### src/rtl/pfc_pkg.sv
// Package: shared types for the per-pixel corrector.
// Assumes nothing beyond standard SystemVerilog.
package pfc_pkg;
    // Layout of the coefficient word
    typedef enum logic {
        SPLIT_NARROW_OFS = 1'b0,
        SPLIT_WIDE_OFS   = 1'b1
    } split_mode_e;
endpackage

### src/rtl/pfc_coef_split.sv
// pfc_coef_split: combinational decode of one coefficient word into an
// offset and a PIX_W-bit gain. The offset sits in the upper bits and the
// gain in the lower bits.
// Assumes OFS_NARROW_W + PIX_W == COEF_W and OFS_WIDE_W <= PIX_W.
module pfc_coef_split #(
    parameter int COEF_W       = 16,
    parameter int PIX_W        = 10,
    parameter int OFS_NARROW_W = 6,
    parameter int OFS_WIDE_W   = 8
) (
    input  pfc_pkg::split_mode_e     mode_i,
    input  logic [COEF_W-1:0]        coef_i,
    output logic [OFS_WIDE_W-1:0]    offset_o,
    output logic [PIX_W-1:0]         gain_o
);
    localparam int GAIN_WIDE_W = COEF_W - OFS_WIDE_W;
    localparam int GAIN_PAD_W  = PIX_W - GAIN_WIDE_W;

    logic [OFS_NARROW_W-1:0] ofs_narrow;
    logic [OFS_WIDE_W-1:0]   ofs_wide;
    logic [PIX_W-1:0]        gain_narrow;
    logic [GAIN_WIDE_W-1:0]  gain_wide_raw;

    assign ofs_narrow    = coef_i[COEF_W-1 -: OFS_NARROW_W];
    assign ofs_wide      = coef_i[COEF_W-1 -: OFS_WIDE_W];
    assign gain_narrow   = coef_i[PIX_W-1:0];
    assign gain_wide_raw = coef_i[GAIN_WIDE_W-1:0];

    // Purpose: choose the field layout from the effective mode
    always_comb begin
        if (mode_i == pfc_pkg::SPLIT_WIDE_OFS) begin
            offset_o = ofs_wide;
            gain_o   = PIX_W'(gain_wide_raw) << GAIN_PAD_W;
        end else begin
            offset_o = OFS_WIDE_W'(ofs_narrow);
            gain_o   = gain_narrow;
        end
    end
endmodule

### src/rtl/pfc_sub_stage.sv
// pfc_sub_stage: pipeline stage 1. Subtracts the offset from the truncated
// sample, clamping at zero, and registers the difference, the gain and valid.
// Assumes OFS_W <= PIX_W.
module pfc_sub_stage #(
    parameter int PIX_W = 10,
    parameter int OFS_W = 8
) (
    input  logic             clk,
    input  logic             rst_n,
    input  logic             valid_i,
    input  logic [PIX_W-1:0] sample_hi_i,
    input  logic [OFS_W-1:0] offset_i,
    input  logic [PIX_W-1:0] gain_i,
    output logic             valid_o,
    output logic [PIX_W-1:0] diff_o,
    output logic [PIX_W-1:0] gain_o
);
    logic [PIX_W-1:0] ofs_ext;
    logic [PIX_W-1:0] diff_d;

    assign ofs_ext = PIX_W'(offset_i);

    // Purpose: subtract with a floor at zero
    always_comb begin
        if (ofs_ext > sample_hi_i) diff_d = '0;
        else                       diff_d = sample_hi_i - ofs_ext;
    end

    // Purpose: stage-1 pipeline register
    always_ff @(posedge clk) begin
        if (!rst_n) begin
            valid_o <= 1'b0;
            diff_o  <= '0;
            gain_o  <= '0;
        end else begin
            valid_o <= valid_i;
            if (valid_i) begin
                diff_o <= diff_d;
                gain_o <= gain_i;
            end
        end
    end


    sub_floor_chk: assert property (@(posedge clk) disable iff (!rst_n)
        (valid_i && (PIX_W'(offset_i) > sample_hi_i)) |=> (diff_o == '0));


    sub_exact_chk: assert property (@(posedge clk) disable iff (!rst_n)
        (valid_i && (PIX_W'(offset_i) <= sample_hi_i))
        |=> ((diff_o + PIX_W'($past(offset_i))) == $past(sample_hi_i)));
endmodule

### src/rtl/pfc_mul_stage.sv
// pfc_mul_stage: pipeline stage 2. Multiplies the difference by an unsigned
// gain with FRAC_W fractional bits, truncates, and clamps at full scale.
// Holds its output when no valid data arrives.
module pfc_mul_stage #(
    parameter int PIX_W  = 10,
    parameter int FRAC_W = 8
) (
    input  logic             clk,
    input  logic             rst_n,
    input  logic             valid_i,
    input  logic [PIX_W-1:0] diff_i,
    input  logic [PIX_W-1:0] gain_i,
    output logic             valid_o,
    output logic [PIX_W-1:0] pixel_o
);
    localparam int PROD_W = 2 * PIX_W;
    localparam logic [PIX_W-1:0] PIX_MAX = '1;
    localparam logic [PIX_W-1:0] UNITY   = PIX_W'(1) << FRAC_W;

    logic [PROD_W-1:0] product;
    logic [PROD_W-1:0] scaled;
    logic [PIX_W-1:0]  pixel_d;

    assign product = PROD_W'(diff_i) * PROD_W'(gain_i);
    assign scaled  = product >> FRAC_W;

    // Purpose: clamp the scaled product at full scale
    always_comb begin
        if (|scaled[PROD_W-1:PIX_W]) pixel_d = PIX_MAX;
        else                         pixel_d = scaled[PIX_W-1:0];
    end

    // Purpose: stage-2 pipeline register, held while not valid
    always_ff @(posedge clk) begin
        if (!rst_n) begin
            valid_o <= 1'b0;
            pixel_o <= '0;
        end else begin
            valid_o <= valid_i;
            if (valid_i) pixel_o <= pixel_d;
        end
    end


    unity_gain_chk: assert property (@(posedge clk) disable iff (!rst_n)
        (valid_i && gain_i == UNITY) |=> (pixel_o == $past(diff_i)));


    zero_diff_chk: assert property (@(posedge clk) disable iff (!rst_n)
        (valid_i && diff_i == '0) |=> (pixel_o == '0));


    hold_chk: assert property (@(posedge clk) disable iff (!rst_n)
        !valid_i |=> $stable(pixel_o));
endmodule

### src/rtl/pix_fpn_corrector.sv
// pix_fpn_corrector: per-pixel offset/gain correction of a raw sample
// stream. The split mode is latched at line start and bypassed on the
// line-start pixel itself. Latency is two clocks.
// Assumes the coefficient word arrives in the same cycle as its sample.
module pix_fpn_corrector #(
    parameter int SAMPLE_W     = 12,
    parameter int PIX_W        = 10,
    parameter int COEF_W       = 16,
    parameter int OFS_NARROW_W = 6,
    parameter int OFS_WIDE_W   = 8,
    parameter int FRAC_W       = 8
) (
    input  logic                clk,
    input  logic                rst_n,
    input  logic                line_start_i,
    input  logic                mode_cfg_i,
    input  logic                in_valid_i,
    input  logic [SAMPLE_W-1:0] sample_i,
    input  logic [COEF_W-1:0]   coef_i,
    output logic                out_valid_o,
    output logic [PIX_W-1:0]    pixel_o
);
    import pfc_pkg::*;

    split_mode_e             mode_q;
    split_mode_e             mode_eff;
    logic [OFS_WIDE_W-1:0]   offset;
    logic [PIX_W-1:0]        gain;
    logic [PIX_W-1:0]        sample_hi;
    logic                    s1_valid;
    logic [PIX_W-1:0]        s1_diff;
    logic [PIX_W-1:0]        s1_gain;

    assign sample_hi = sample_i[SAMPLE_W-1 -: PIX_W];
    assign mode_eff  = line_start_i ? split_mode_e'(mode_cfg_i) : mode_q;

    // Purpose: latch the split mode at each line start
    always_ff @(posedge clk) begin
        if (!rst_n)            mode_q <= SPLIT_NARROW_OFS;
        else if (line_start_i) mode_q <= split_mode_e'(mode_cfg_i);
    end

    pfc_coef_split #(
        .COEF_W(COEF_W), .PIX_W(PIX_W),
        .OFS_NARROW_W(OFS_NARROW_W), .OFS_WIDE_W(OFS_WIDE_W)
    ) u_split (
        .mode_i(mode_eff), .coef_i(coef_i),
        .offset_o(offset), .gain_o(gain)
    );

    pfc_sub_stage #(.PIX_W(PIX_W), .OFS_W(OFS_WIDE_W)) u_sub (
        .clk(clk), .rst_n(rst_n), .valid_i(in_valid_i),
        .sample_hi_i(sample_hi), .offset_i(offset), .gain_i(gain),
        .valid_o(s1_valid), .diff_o(s1_diff), .gain_o(s1_gain)
    );

    pfc_mul_stage #(.PIX_W(PIX_W), .FRAC_W(FRAC_W)) u_mul (
        .clk(clk), .rst_n(rst_n), .valid_i(s1_valid),
        .diff_i(s1_diff), .gain_i(s1_gain),
        .valid_o(out_valid_o), .pixel_o(pixel_o)
    );

    // Purpose: count cycles since reset for the latency check
    logic [1:0] since_rst_q;
    always_ff @(posedge clk) begin
        if (!rst_n)                 since_rst_q <= '0;
        else if (since_rst_q != 2'd3) since_rst_q <= since_rst_q + 2'd1;
    end


    latency_chk: assert property (@(posedge clk) disable iff (!rst_n)
        (since_rst_q == 2'd3) |-> (out_valid_o == $past(in_valid_i, 2)));


    mode_hold_chk: assert property (@(posedge clk) disable iff (!rst_n)
        !line_start_i |=> $stable(mode_q));
endmodule

### config.mk
export PLATFORM = sky130hd
export DESIGN_NAME = pix_fpn_corrector
export DESIGN_NICKNAME = d
export VERILOG_FILES = /design/src/rtl/pfc_pkg.sv /design/src/rtl/pfc_coef_split.sv /design/src/rtl/pfc_sub_stage.sv /design/src/rtl/pfc_mul_stage.sv /design/src/rtl/pix_fpn_corrector.sv
export SDC_FILE = /design/constraint.sdc
export NUM_CORES = 1
export LEC_CHECK = 0
export ABC_AREA = 1
export BUFFER_PORTS_ARGS = -buffer_cell sky130_fd_sc_hd__buf_2
export CAP_MARGIN = 20
export CORE_MARGIN = 3
export CORE_UTILIZATION = 55
export DETAILED_ROUTE_END_ITERATION = 10
export PLACE_DENSITY = 0.75
export SLEW_MARGIN = 0
export SYNTH_ARGS = -nofsm -noshare
export SYNTH_HDL_FRONTEND = slang
export SYNTH_SLANG_ARGS = --single-unit
### constraint.sdc
create_clock -name clk -period 4.97 [get_ports clk]
set_input_delay 0.2485 -clock clk [delete_from_list [all_inputs] [get_ports clk]]
set_output_delay 0.2485 -clock clk [all_outputs]
set_load 0.005 [all_outputs]
==> results.cfg, run 1 <==
[status]
outcome = complete, no violations

[global_routing]
groute.usage.overall_pct = 24.6
gr-total-overflow = 0
grt_start_max_net_pins = 22
grt_pass1_wl_mm = 21.9
vias_in_the_first_global_route = 4793
grt_antenna_before_repair = 0

[logic_synthesis]
postSynthNetCount = 912
synthMostInstantiatedCell = sky130_fd_sc_hd__nand2_1
count_of_mapped_cells_out_of_synthesis = 756
synthAdderAreaFrac_pct = 38.2
yosys.area_share.simple_pct = 23.7
syn-mean-instance-area_sq_um = 6.95
yosysSeqAreaShare_pct = 12.6
synth_cell_count_leaders = 202 x sky130_fd_sc_hd__nand2_1, 171 x sky130_fd_sc_hd__inv_1, 62 x sky130_fd_sc_hd__fa_1, 61 x sky130_fd_sc_hd__ha_1, 49 x sky130_fd_sc_hd__nor2_1
number_of_enable_flip_flop_cells_after_synthesis = 0
synth_ff_type = sky130_fd_sc_hd__dfxtp_1
post_synth_xor_area_fraction_pct = 1.50
synth_compound_area_share_pct = 9.03
async_flop_share_pct = 0
synth_cell_types = 32
synth_top_family_by_area = adder cells
ys_top_cells_by_area = sky130_fd_sc_hd__fa_1 24%, sky130_fd_sc_hd__ha_1 15%, sky130_fd_sc_hd__nand2_1 14%
cell_area_synth_sq_um = 5250
synth.yosys.warnings = 0
synth-seq-cells = 33
yosysTopAreaCellShare_pct = 23.6
mux_contribution_to_synthesized_area_pct = 0.191
synthDominantAreaCellType = sky130_fd_sc_hd__fa_1

[routing]
antenna_violating_nets_post_route = 0
final_routed_wirelength_across_all_metal_layers_mm = 12.8
vias_per_cell = 5.06
first_iter_violations = 222
detailedRoute.firstPassIterationCount = 5
vias = 4762
route.detailed.drc = 0
route.detailed.wl_per_inst_um = 13.6

[job]
maxCapViolCount = 0

[timing]
timing.final.hold_violations = 0
period_needed_ns = 4.80
finalMaxSlewViolations = 0
worst_pin_slew_ns = 0.728
final_min_period_over_clock_period_pct = 96.7
timing.fmax_mhz = 208
postLayoutSetupSlackWorst_ns = 0.166
timing.setup.tns_ns = 0
timing.hold.ws_ns = 0.207
maxSlewHeadroom_pct = 51.4
worst_clock_skew_ns = 0.00982
setup_viol = 0

[clocking]
cts_tree = built
cts_buffers = 5
insertion_delay_ns = 0.29
clk_root_buffer_cell = sky130_fd_sc_hd__clkbuf_8
htreeDepth = 2
clock_tree.buffer_depth = 2
hold_buffers = 0
numClockSinks = 33
cts.reportedPaths.clkPinSlew_ns = 0.08

[critical_path]
start_kind = flop
crit_path_frequent_cell = sky130_fd_sc_hd__fa_1
cp_data_required_time_ns = 5.16
critical_path.cell_chain = nand2_1, fa_1, fa_1, inv_1, fa_1, fa_1, inv_1, fa_1, inv_1, ha_1, a21oi_2, o21ai_0, buf_4, o21ai_2, nand4_1, nand2_2, nand2_4, o21ai_1, inv_1
cp_slowest_stage_delay_ns = 0.57
setup.worst_path.class = flop to flop
worstPathArrival_ns = 4.99
critical_path.slowest_cell = sky130_fd_sc_hd__fa_1
worst_path_dominant_cell_family = adder cells
worst_setup_ep_type = flop
path_max_fanout = 8
worst-path-buf-inv = 5
reg2reg_slack_ns = 0.17

[floorplanning]
ios = 44
fp.dieH_um = 104
floorplan.die_area_sq_um = 10800
rows = 35
design.core.area_sq_um = 9240
initial_util_pct = 56.8
die_x_um = 104

[pwr]
max-vdd-ir-drop_uv = 155
p_per_area_nw_per_um2 = 186
cellLeakagePower_nw = 3.83

[layout]
layout-drive-gt1-share_pct = 16.3
postLayoutCellArea_sq_um = 6020
antenna_cells_inserted = 0
design.final.nets = 967
syn_to_final_growth_pct = 14.7
final_util_pct = 65.2

[worst_hold_path]
min-delay-path-class = input port to flop

[placed_design]
port_buffers = 41
place.detailed.hpwl_mm = 10.7
placed_cell_area_sq_um = 5730
last_weighted_congestion_value_of_the_routability_driven_placer = 0.907
dp_worst_setup_slack_ns = 0.0408
area by class of cell:
cell class	count	area, sq um
multi-input combinational	521	3910
clock buffer	5	68.8
timing repair buffer	78	490
sequential	33	676
clock inverter	3	68.8
fill	812	3220
inverter	172	648
tap	129	161
metal layers:
metal / global-route usage [%] / up-vias / share of wire [%]
li1: - / 2392 / -
met5: 0 / - / 0
met4: 5.03 / 0 / 1.7
met2: 42.3 / 116 / 49
met1: 33.7 / 2233 / 44
met3: 3.05 / 21 / 5.0
worst register-to-register path, cell delays in order, from the launching register on:
cell and delay, ns:
sky130_fd_sc_hd__dfxtp_2 0.39, sky130_fd_sc_hd__nand2_1 0.10, sky130_fd_sc_hd__fa_1 0.54, sky130_fd_sc_hd__fa_1 0.57
sky130_fd_sc_hd__inv_1 0.06, sky130_fd_sc_hd__fa_1 0.50, sky130_fd_sc_hd__fa_1 0.55, sky130_fd_sc_hd__inv_1 0.06
sky130_fd_sc_hd__fa_1 0.41, sky130_fd_sc_hd__inv_1 0.06, sky130_fd_sc_hd__ha_1 0.29, sky130_fd_sc_hd__a21oi_2 0.20
sky130_fd_sc_hd__o21ai_0 0.13, sky130_fd_sc_hd__buf_4 0.16, sky130_fd_sc_hd__o21ai_2 0.15, sky130_fd_sc_hd__nand4_1 0.11
sky130_fd_sc_hd__nand2_2 0.13, sky130_fd_sc_hd__nand2_4 0.11, sky130_fd_sc_hd__o21ai_1 0.14, sky130_fd_sc_hd__inv_1 0.05
cells in the final DEF, fill, tap and decap left out, drive strengths merged, types with 3 or more instances in the layout:
cell and count:
nand4 7, fa 62, ha 61, nand3b 5, o211ai 6, nand2 211
a21o 3, buf 78, xnor2 3, inv 173, dfxtp 33, nand3 24
xor2 6, nor2 49, o21ai 28, a21oi 43, clkbuf 5
cells by family (layout without fill, tap and decap cells):
logic type / Yosys count / count (layout)
compound gates: 87 / 87
buf+inv: 202 / 258
flops: 33 / 33
xor+xnor: 9 / 9
simple gates: 301 / 301
mux: 1 / 1
fa+ha+maj: 123 / 123
per-stage QoR:
step | std cells | power, W
finish | 941 | 0.00112
floorplan | 756 | 0.000623
detailed placement | 928 | 0.000772
global route | 941 | 0.00121
global placement | 928 | 0.000759
CTS | 936 | 0.00109
sequential cells by signal, summed over array words and instances, names as in the netlist:
register	count
u_sub.gain_o	10
u_sub.valid_o	1
u_mul.pixel_o	10
u_mul.valid_o	1
mode_q	1
u_sub.diff_o	10
final timing paths:
path | from | to | cells past startpoint
worst min register to register | u_sub.diff_o[3]$_SDFFE_PN0P_ | u_sub.diff_o[3]$_SDFFE_PN0P_ | 2
worst max register to register | u_sub.gain_o[4]$_SDFFE_PN0P_ | u_mul.pixel_o[0]$_SDFFE_PN0P_ | 19
worst max-delay path | u_sub.gain_o[4]$_SDFFE_PN0P_ | u_mul.pixel_o[0]$_SDFFE_PN0P_ | 19
worst min-delay path | coef_i[1] | u_sub.gain_o[1]$_SDFFE_PN0P_ | 3
what timing repair did:
item	4_1_cts	5_1_grt
endpoints found under the setup margin	1	10
pin swaps	0	6
buffers inserted	0	5
gates resized for setup	1	36
endpoints found under the hold margin	0	0
where the power goes:
| group | internal (W) | leakage [nW] | switching (W) |
|---|---|---|---|
| Sequential | 0.000289 | 0.277 | 0.0000250 |
| Combinational | 0.000198 | 3.49 | 0.000291 |
| Clock | 0.000202 | 0.0687 | 0.000114 |
(Power assumes the default switching activity.)
==> run 2, diff against run 1 <==
CTS_CLUSTER_SIZE = 20   (was not set)
PLACE_DENSITY = 0.79   (was 0.75)
clock period = 3.97 ns   (was 4.97 ns; I/O delays follow)
==> run 2 against run 1 <==
Against the previous run:
- final area grew 6.0%
- count of clock-buffer cells in the layout up 1
- the flow now finishes with violations (negative setup slack)
- largest power group unchanged
- largest cell class unchanged
- sequential power is 29% higher
- critical path depth rose by 2
==> results.cfg, run 2 (synthesized netlist as in run 1, its figures left out) <==
[status]
outcome = complete, but fails checks
violations_in_the_final_reports = negative setup slack

[pwr]
cellInternalPower_w = 0.000878
max-vdd-ir-drop_uv = 197
pwr-share-comb_pct = 48.4
pwr-share-clk_pct = 23.4
p_per_area_nw_per_um2 = 225
cellLeakagePower_nw = 4.02
switching_share_pct = 38.8
power.total_w = 0.00144
power.net_switching_w = 0.000557
seqPwrFrac_pct = 28.2

[floorplanning]
initial_util_pct = 56.8
ios = 44
die_x_um = 104
floorplan.die_area_sq_um = 10800
design.core.area_sq_um = 9240
rows = 35
fp.dieH_um = 104

[critical_path]
worstPathArrival_ns = 4.83
worst-path-buf-inv = 6
cp_slowest_stage_delay_ns = 0.53
setup.worst_path.class = flop to flop
worst_setup_ep_type = flop
worst_path_dominant_cell_family = adder cells
crit_path_frequent_cell = sky130_fd_sc_hd__fa_1
r2r.worst_path.cells = 21
rr_endpoint = u_mul.pixel_o[3]$_SDFFE_PN0P_
cp.depth = 21
setup.worst_path.end = u_mul.pixel_o[3]$_SDFFE_PN0P_
cp_data_required_time_ns = 4.15
reg2reg_slack_ns = -0.67
start_kind = flop
critical_path.startpoint = u_sub.diff_o[5]$_SDFFE_PN0P_
critical_path.slowest_cell = sky130_fd_sc_hd__fa_1
critical_path.cell_chain = nand2_4, fa_1, inv_1, fa_1, inv_1, fa_1, inv_1, fa_1, inv_2, fa_1, inv_2, ha_4, nand2_4, nor2_4, nand4_1, nand3_1, nand2_1, nand2_2, nand2_4, o21ai_1, inv_1
worstReg2RegStart = u_sub.diff_o[5]$_SDFFE_PN0P_
path_max_fanout = 8

[clocking]
clk_root_buffer_cell = sky130_fd_sc_hd__clkbuf_8
cts.reportedPaths.clkPinSlew_ns = 0.07
cts_tree = built
clock_tree.buffer_depth = 2
htreeDepth = 2
hold_buffers = 0
numClockSinks = 33
cts_buffers = 5
insertion_delay_ns = 0.29

[timing]
maxSlewHeadroom_pct = 49.9
postLayoutSetupSlackWorst_ns = -0.673
final_min_period_over_clock_period_pct = 117
setup_viol = 10
rsz0062_at_grt = true
timing.final.hold_violations = 0
finalMaxSlewViolations = 0
worst_clock_skew_ns = 0.00541
timing.fmax_mhz = 215
period_needed_ns = 4.64
worst_pin_slew_ns = 0.751

[layout]
syn_to_final_growth_pct = 21.6
layout-drive-gt1-share_pct = 22.2
antenna_cells_inserted = 0
n_fill_cell = 728
mostFrequentLayoutCell = sky130_fd_sc_hd__nand2_1
final_cell_mix = 192 x sky130_fd_sc_hd__nand2_1, 163 x sky130_fd_sc_hd__inv_1, 64 x sky130_fd_sc_hd__buf_4, 58 x sky130_fd_sc_hd__fa_1, 54 x sky130_fd_sc_hd__ha_1
biggestRegsByFlops = u_mul.pixel_o x10, u_sub.diff_o x10, u_sub.gain_o x10
design.final.nets = 997

[routing]
vias_per_cell = 5.19
first_iter_violations = 387
antenna_violating_nets_post_route = 0
route.detailed.wl_per_inst_um = 13.7
vias = 5043
final_routed_wirelength_across_all_metal_layers_mm = 13.3
route.detailed.drc = 0
detailedRoute.firstPassIterationCount = 5

[placed_design]
dp_worst_setup_slack_ns = -0.789
port_buffers = 41
place.detailed.hpwl_mm = 11.1
last_weighted_congestion_value_of_the_routability_driven_placer = 0.972

[global_routing]
groute.usage.overall_pct = 25.4
grt_pass1_wl_mm = 22.8
grt_start_max_net_pins = 22
vias_in_the_first_global_route = 5162
grt_antenna_before_repair = 0
gr-total-overflow = 0

[worst_hold_path]
min-delay-path-class = input port to flop

[job]
maxCapViolCount = 0
-- run 2: changes by cell type in the layout (fill, tap and decap cells not counted), moves of 6 or more --
cell | before | now
sky130_fd_sc_hd__buf_4 | 35 | 64
sky130_fd_sc_hd__dfxtp_4 | 0 | 11
sky130_fd_sc_hd__inv_1 | 171 | 163
sky130_fd_sc_hd__inv_2 | 0 | 8
sky130_fd_sc_hd__dfxtp_2 | 12 | 5
sky130_fd_sc_hd__nand2_1 | 198 | 192
-- run 2: worst register-to-register path: stages (launching register included) --
cell                      delay, ns
sky130_fd_sc_hd__dfxtp_4       0.41
sky130_fd_sc_hd__nand2_4       0.06
sky130_fd_sc_hd__fa_1          0.53
sky130_fd_sc_hd__inv_1         0.05
sky130_fd_sc_hd__fa_1          0.48
sky130_fd_sc_hd__inv_1         0.05
sky130_fd_sc_hd__fa_1          0.48
sky130_fd_sc_hd__inv_1         0.05
sky130_fd_sc_hd__fa_1          0.52
sky130_fd_sc_hd__inv_2         0.05
sky130_fd_sc_hd__fa_1          0.52
sky130_fd_sc_hd__inv_2         0.05
sky130_fd_sc_hd__ha_4          0.31
sky130_fd_sc_hd__nand2_4       0.07
sky130_fd_sc_hd__nor2_4        0.13
sky130_fd_sc_hd__nand4_1       0.18
sky130_fd_sc_hd__nand3_1       0.14
sky130_fd_sc_hd__nand2_1       0.08
sky130_fd_sc_hd__nand2_2       0.10
sky130_fd_sc_hd__nand2_4       0.10
sky130_fd_sc_hd__o21ai_1       0.14
sky130_fd_sc_hd__inv_1         0.05
-- run 2: layout make-up --
cell class              instances  area [sq um]  share of cell area, %
flip-flops and latches         33           708                   11.1
clock buffers                   6          82.6                   1.29
inverters                     172           648                   10.1
repair buffers                108           728                   11.4
well taps                     129           161                   2.53
multi-input cells             521          4020                   63.0
clock inverters                 2          37.5                  0.588
-- run 2: stage by stage --
stage	cells	cell area, sq um	setup TNS (ns)	utilization (%)	hold slack, ns
floorplan	756	5450	-3.88	-	0.337
global placement	957	6040	-7.11	65.3	0.471
detailed placement	957	6040	-7.75	65.3	0.474
CTS	966	6210	-6.17	67.2	0.169
global route	971	6390	-8.15	69.1	0.194
finish	971	6390	-6.55	69.1	0.171
-- run 2: power groups by stage --
stage               clock [W]  sequential (W)  combinational, W
global placement            0        0.000409          0.000625
CTS                  0.000341        0.000404          0.000654
detailed placement          0        0.000410          0.000643
finish               0.000336        0.000405          0.000694
floorplan                   0        0.000380          0.000454
global route         0.000354        0.000410          0.000779
-- run 2: metal layers --
metal,vias up,track usage (%),part of all wire (%)
li1,2451,-,-
met1,2355,33.7,43
met2,201,43.8,48
met3,36,2.74,6.3
met4,0,8.17,3.0
met5,-,0,0
-- run 2: timing repair --
item,4_1_cts,5_1_grt
resized for setup,23,36
endpoints found under the setup margin,10,10
pin swaps,2,20
setup buffers,1,5
-- run 2: worst min-delay path by stage --
stage          startpoint                      endpoint  slack, ns  cells past startpoint
6_report        coef_i[0]  u_sub.gain_o[0]$_SDFFE_PN0P_       0.17                      3
5_1_grt         coef_i[0]  u_sub.gain_o[0]$_SDFFE_PN0P_       0.19                      3
4_1_cts         coef_i[0]  u_sub.gain_o[0]$_SDFFE_PN0P_       0.17                      3
3_5_place_dp    coef_i[0]  u_sub.gain_o[0]$_SDFFE_PN0P_       0.47                      3
3_3_place_gp    coef_i[0]  u_sub.gain_o[0]$_SDFFE_PN0P_       0.47                      3
2_1_floorplan       rst_n  u_sub.gain_o[0]$_SDFFE_PN0P_       0.34                      2
==> run 3, diff against run 2 <==
--- a/config.mk
+++ b/config.mk
@@ -13,5 +13,5 @@
 export CTS_CLUSTER_SIZE = 20
 export DETAILED_ROUTE_END_ITERATION = 10
-export PLACE_DENSITY = 0.79
+export PLACE_DENSITY = 0.84
 export SLEW_MARGIN = 0
 export SYNTH_ARGS = -nofsm -noshare
==> constraint.sdc (replaced) <==
create_clock -name clk -period 5.4 [get_ports clk]
set_input_delay 1.08 -clock clk [delete_from_list [all_inputs] [get_ports clk]]
set_output_delay 1.08 -clock clk [all_outputs]
set_load 0.005 [all_outputs]
==> run 3 against run 2 <==
Against the previous run:
- the flow now finishes without violations
- clock power down 14%
- combinational power is 41% lower
- non-clock buffer count decreased by 49
- via count is 5.1% lower
- fmax decreased by 8.8%
- critical path depth shrank 1
- core utilization decreased by 6.7 points
- routed wire length fell by 7.2%
- critical path type unchanged
- total power decreased by 31%
- flip-flop and latch count did not move
- count of clock-buffer cells in the layout shrank 1
- worst hold slack improved by 0.35 ns
==> results.cfg, run 3 (synthesized netlist as in run 1, its figures left out) <==
[critical_path]
worst-path-buf-inv = 6
cp_slowest_stage_delay_ns = 0.54
setup.worst_path.class = flop to flop
cp_data_required_time_ns = 5.59
critical_path.cell_chain = nand2_1, fa_1, inv_1, fa_1, inv_1, fa_1, inv_1, fa_1, inv_1, fa_1, inv_1, ha_1, a21oi_1, o21ai_0, o21ai_1, nand4_1, nand2_2, nand2_4, o21ai_1, inv_1
critical_path.slowest_cell = sky130_fd_sc_hd__fa_1
worst_setup_ep_type = flop
crit_path_frequent_cell = sky130_fd_sc_hd__inv_1
start_kind = flop
worstPathArrival_ns = 5.28
path_max_fanout = 8
worst_path_dominant_cell_family = adder cells

[timing]
timing.hold.ws_ns = 0.524
setup_viol = 0
period_needed_ns = 5.09
final_min_period_over_clock_period_pct = 94.3
worst_pin_slew_ns = 0.723
finalMaxSlewViolations = 0
worst_clock_skew_ns = 0.00676
timing.final.hold_violations = 0
timing.setup.tns_ns = 0
timing.fmax_mhz = 196
rsz0062_at_grt = false
maxSlewHeadroom_pct = 51.8
postLayoutSetupSlackWorst_ns = 0.306

[layout]
biggestRegsByFlops = u_mul.pixel_o x10, u_sub.diff_o x10, u_sub.gain_o x10
postLayoutCellArea_sq_um = 5760
antenna_cells_inserted = 0
final_cell_mix = 202 x sky130_fd_sc_hd__nand2_1, 171 x sky130_fd_sc_hd__inv_1, 62 x sky130_fd_sc_hd__fa_1, 61 x sky130_fd_sc_hd__ha_1, 48 x sky130_fd_sc_hd__nor2_1
final_util_pct = 62.4
design.final.nets = 948
syn_to_final_growth_pct = 9.74
layout-drive-gt1-share_pct = 10.5
mostFrequentLayoutCell = sky130_fd_sc_hd__nand2_1

[clocking]
cts_resized = 0
insertion_delay_ns = 0.29
hold_buffers = 0
clock_tree.buffer_depth = 2
cts_tree = built
numClockSinks = 33
cts.reportedPaths.clkPinSlew_ns = 0.08
post_cts.repair.setup_buffers = 0
cts_buffers = 5
clk_root_buffer_cell = sky130_fd_sc_hd__clkbuf_8
htreeDepth = 2

[routing]
route.detailed.drc = 0
vias = 4788
route.detailed.wl_per_inst_um = 13.4
final_routed_wirelength_across_all_metal_layers_mm = 12.4
vias_per_cell = 5.19
detailedRoute.firstPassIterationCount = 5
first_iter_violations = 324
antenna_violating_nets_post_route = 0

[placed_design]
last_weighted_congestion_value_of_the_routability_driven_placer = 0.918
dp_worst_setup_slack_ns = 0.309
port_buffers = 41
place.detailed.hpwl_mm = 10.1
placed_cell_area_sq_um = 5620

[pwr]
cellInternalPower_w = 0.000606
power.net_switching_w = 0.000381
max-vdd-ir-drop_uv = 135
pwr-share-clk_pct = 29.4
cellLeakagePower_nw = 3.73
seqPwrFrac_pct = 29.4
p_per_area_nw_per_um2 = 171
pwr-share-comb_pct = 41.2
switching_share_pct = 38.6

[floorplanning]
fp.dieH_um = 104
design.core.area_sq_um = 9240
ios = 44
rows = 35
die_x_um = 104
floorplan.die_area_sq_um = 10800
initial_util_pct = 56.8

[global_routing]
groute.usage.overall_pct = 24.1
grt_antenna_before_repair = 0
grt_pass1_wl_mm = 21.7
vias_in_the_first_global_route = 4835
grt_start_max_net_pins = 22
gr-total-overflow = 0

[worst_hold_path]
min-delay-path-class = flop to flop

[status]
outcome = complete, no violations

[job]
maxCapViolCount = 0
==> run 3: path summary, 6_finish.rpt <==
check | endpoint | depth (start not counted) | slack (ns) | start
max reg2reg | u_mul.pixel_o[3]$_SDFFE_PN0P_ | 20 | 0.31 | u_sub.gain_o[3]$_SDFFE_PN0P_
min | u_mul.pixel_o[2]$_SDFFE_PN0P_ | 2 | 0.52 | u_mul.pixel_o[2]$_SDFFE_PN0P_
min reg2reg | u_mul.pixel_o[2]$_SDFFE_PN0P_ | 2 | 0.52 | u_mul.pixel_o[2]$_SDFFE_PN0P_
max | u_mul.pixel_o[3]$_SDFFE_PN0P_ | 20 | 0.31 | u_sub.gain_o[3]$_SDFFE_PN0P_
==> run 3: power by group through the flow <==
stage	Combinational [W]	Clock, W	Sequential (W)
after floorplan	0.000296	0	0.000278
after global placement	0.000391	0	0.000294
final	0.000406	0.000290	0.000290
after global routing	0.000466	0.000302	0.000293
after detailed placement	0.000398	0	0.000294
after CTS	0.000403	0.000293	0.000289
==> run 3: per-stage QoR <==
stage,power [W],std cells
2_1_floorplan,0.000573,756
3_3_place_gp,0.000685,914
3_5_place_dp,0.000693,914
4_1_cts,0.000985,922
5_1_grt,0.00106,922
6_report,0.000987,922
==> run 3: area by class of cell <==
class	instances	area, sq um
Timing Repair Buffer	59	340
Inverter	172	648
Multi-Input combinational cell	521	3810
Fill cell	818	3480
Sequential cell	33	663
Tap cell	129	161
Clock inverter	3	68.8
Clock buffer	5	68.8
==> run 3: routing by layer <==
metal	vias to the layer above	routed length, um	global-route usage [%]
li1	2352	-	-
met1	2234	5190	32.4
met2	173	6060	40.6
met3	29	873	2.99
met4	0	243	7.50
met5	-	0	0
==> run 3: tightest hold or removal path, delay by kind of cell, from the launching register on <==
kind	cells	cell delay [ns]
flops	1	0.33
simple gates	1	0.09
compound gates	1	0.07
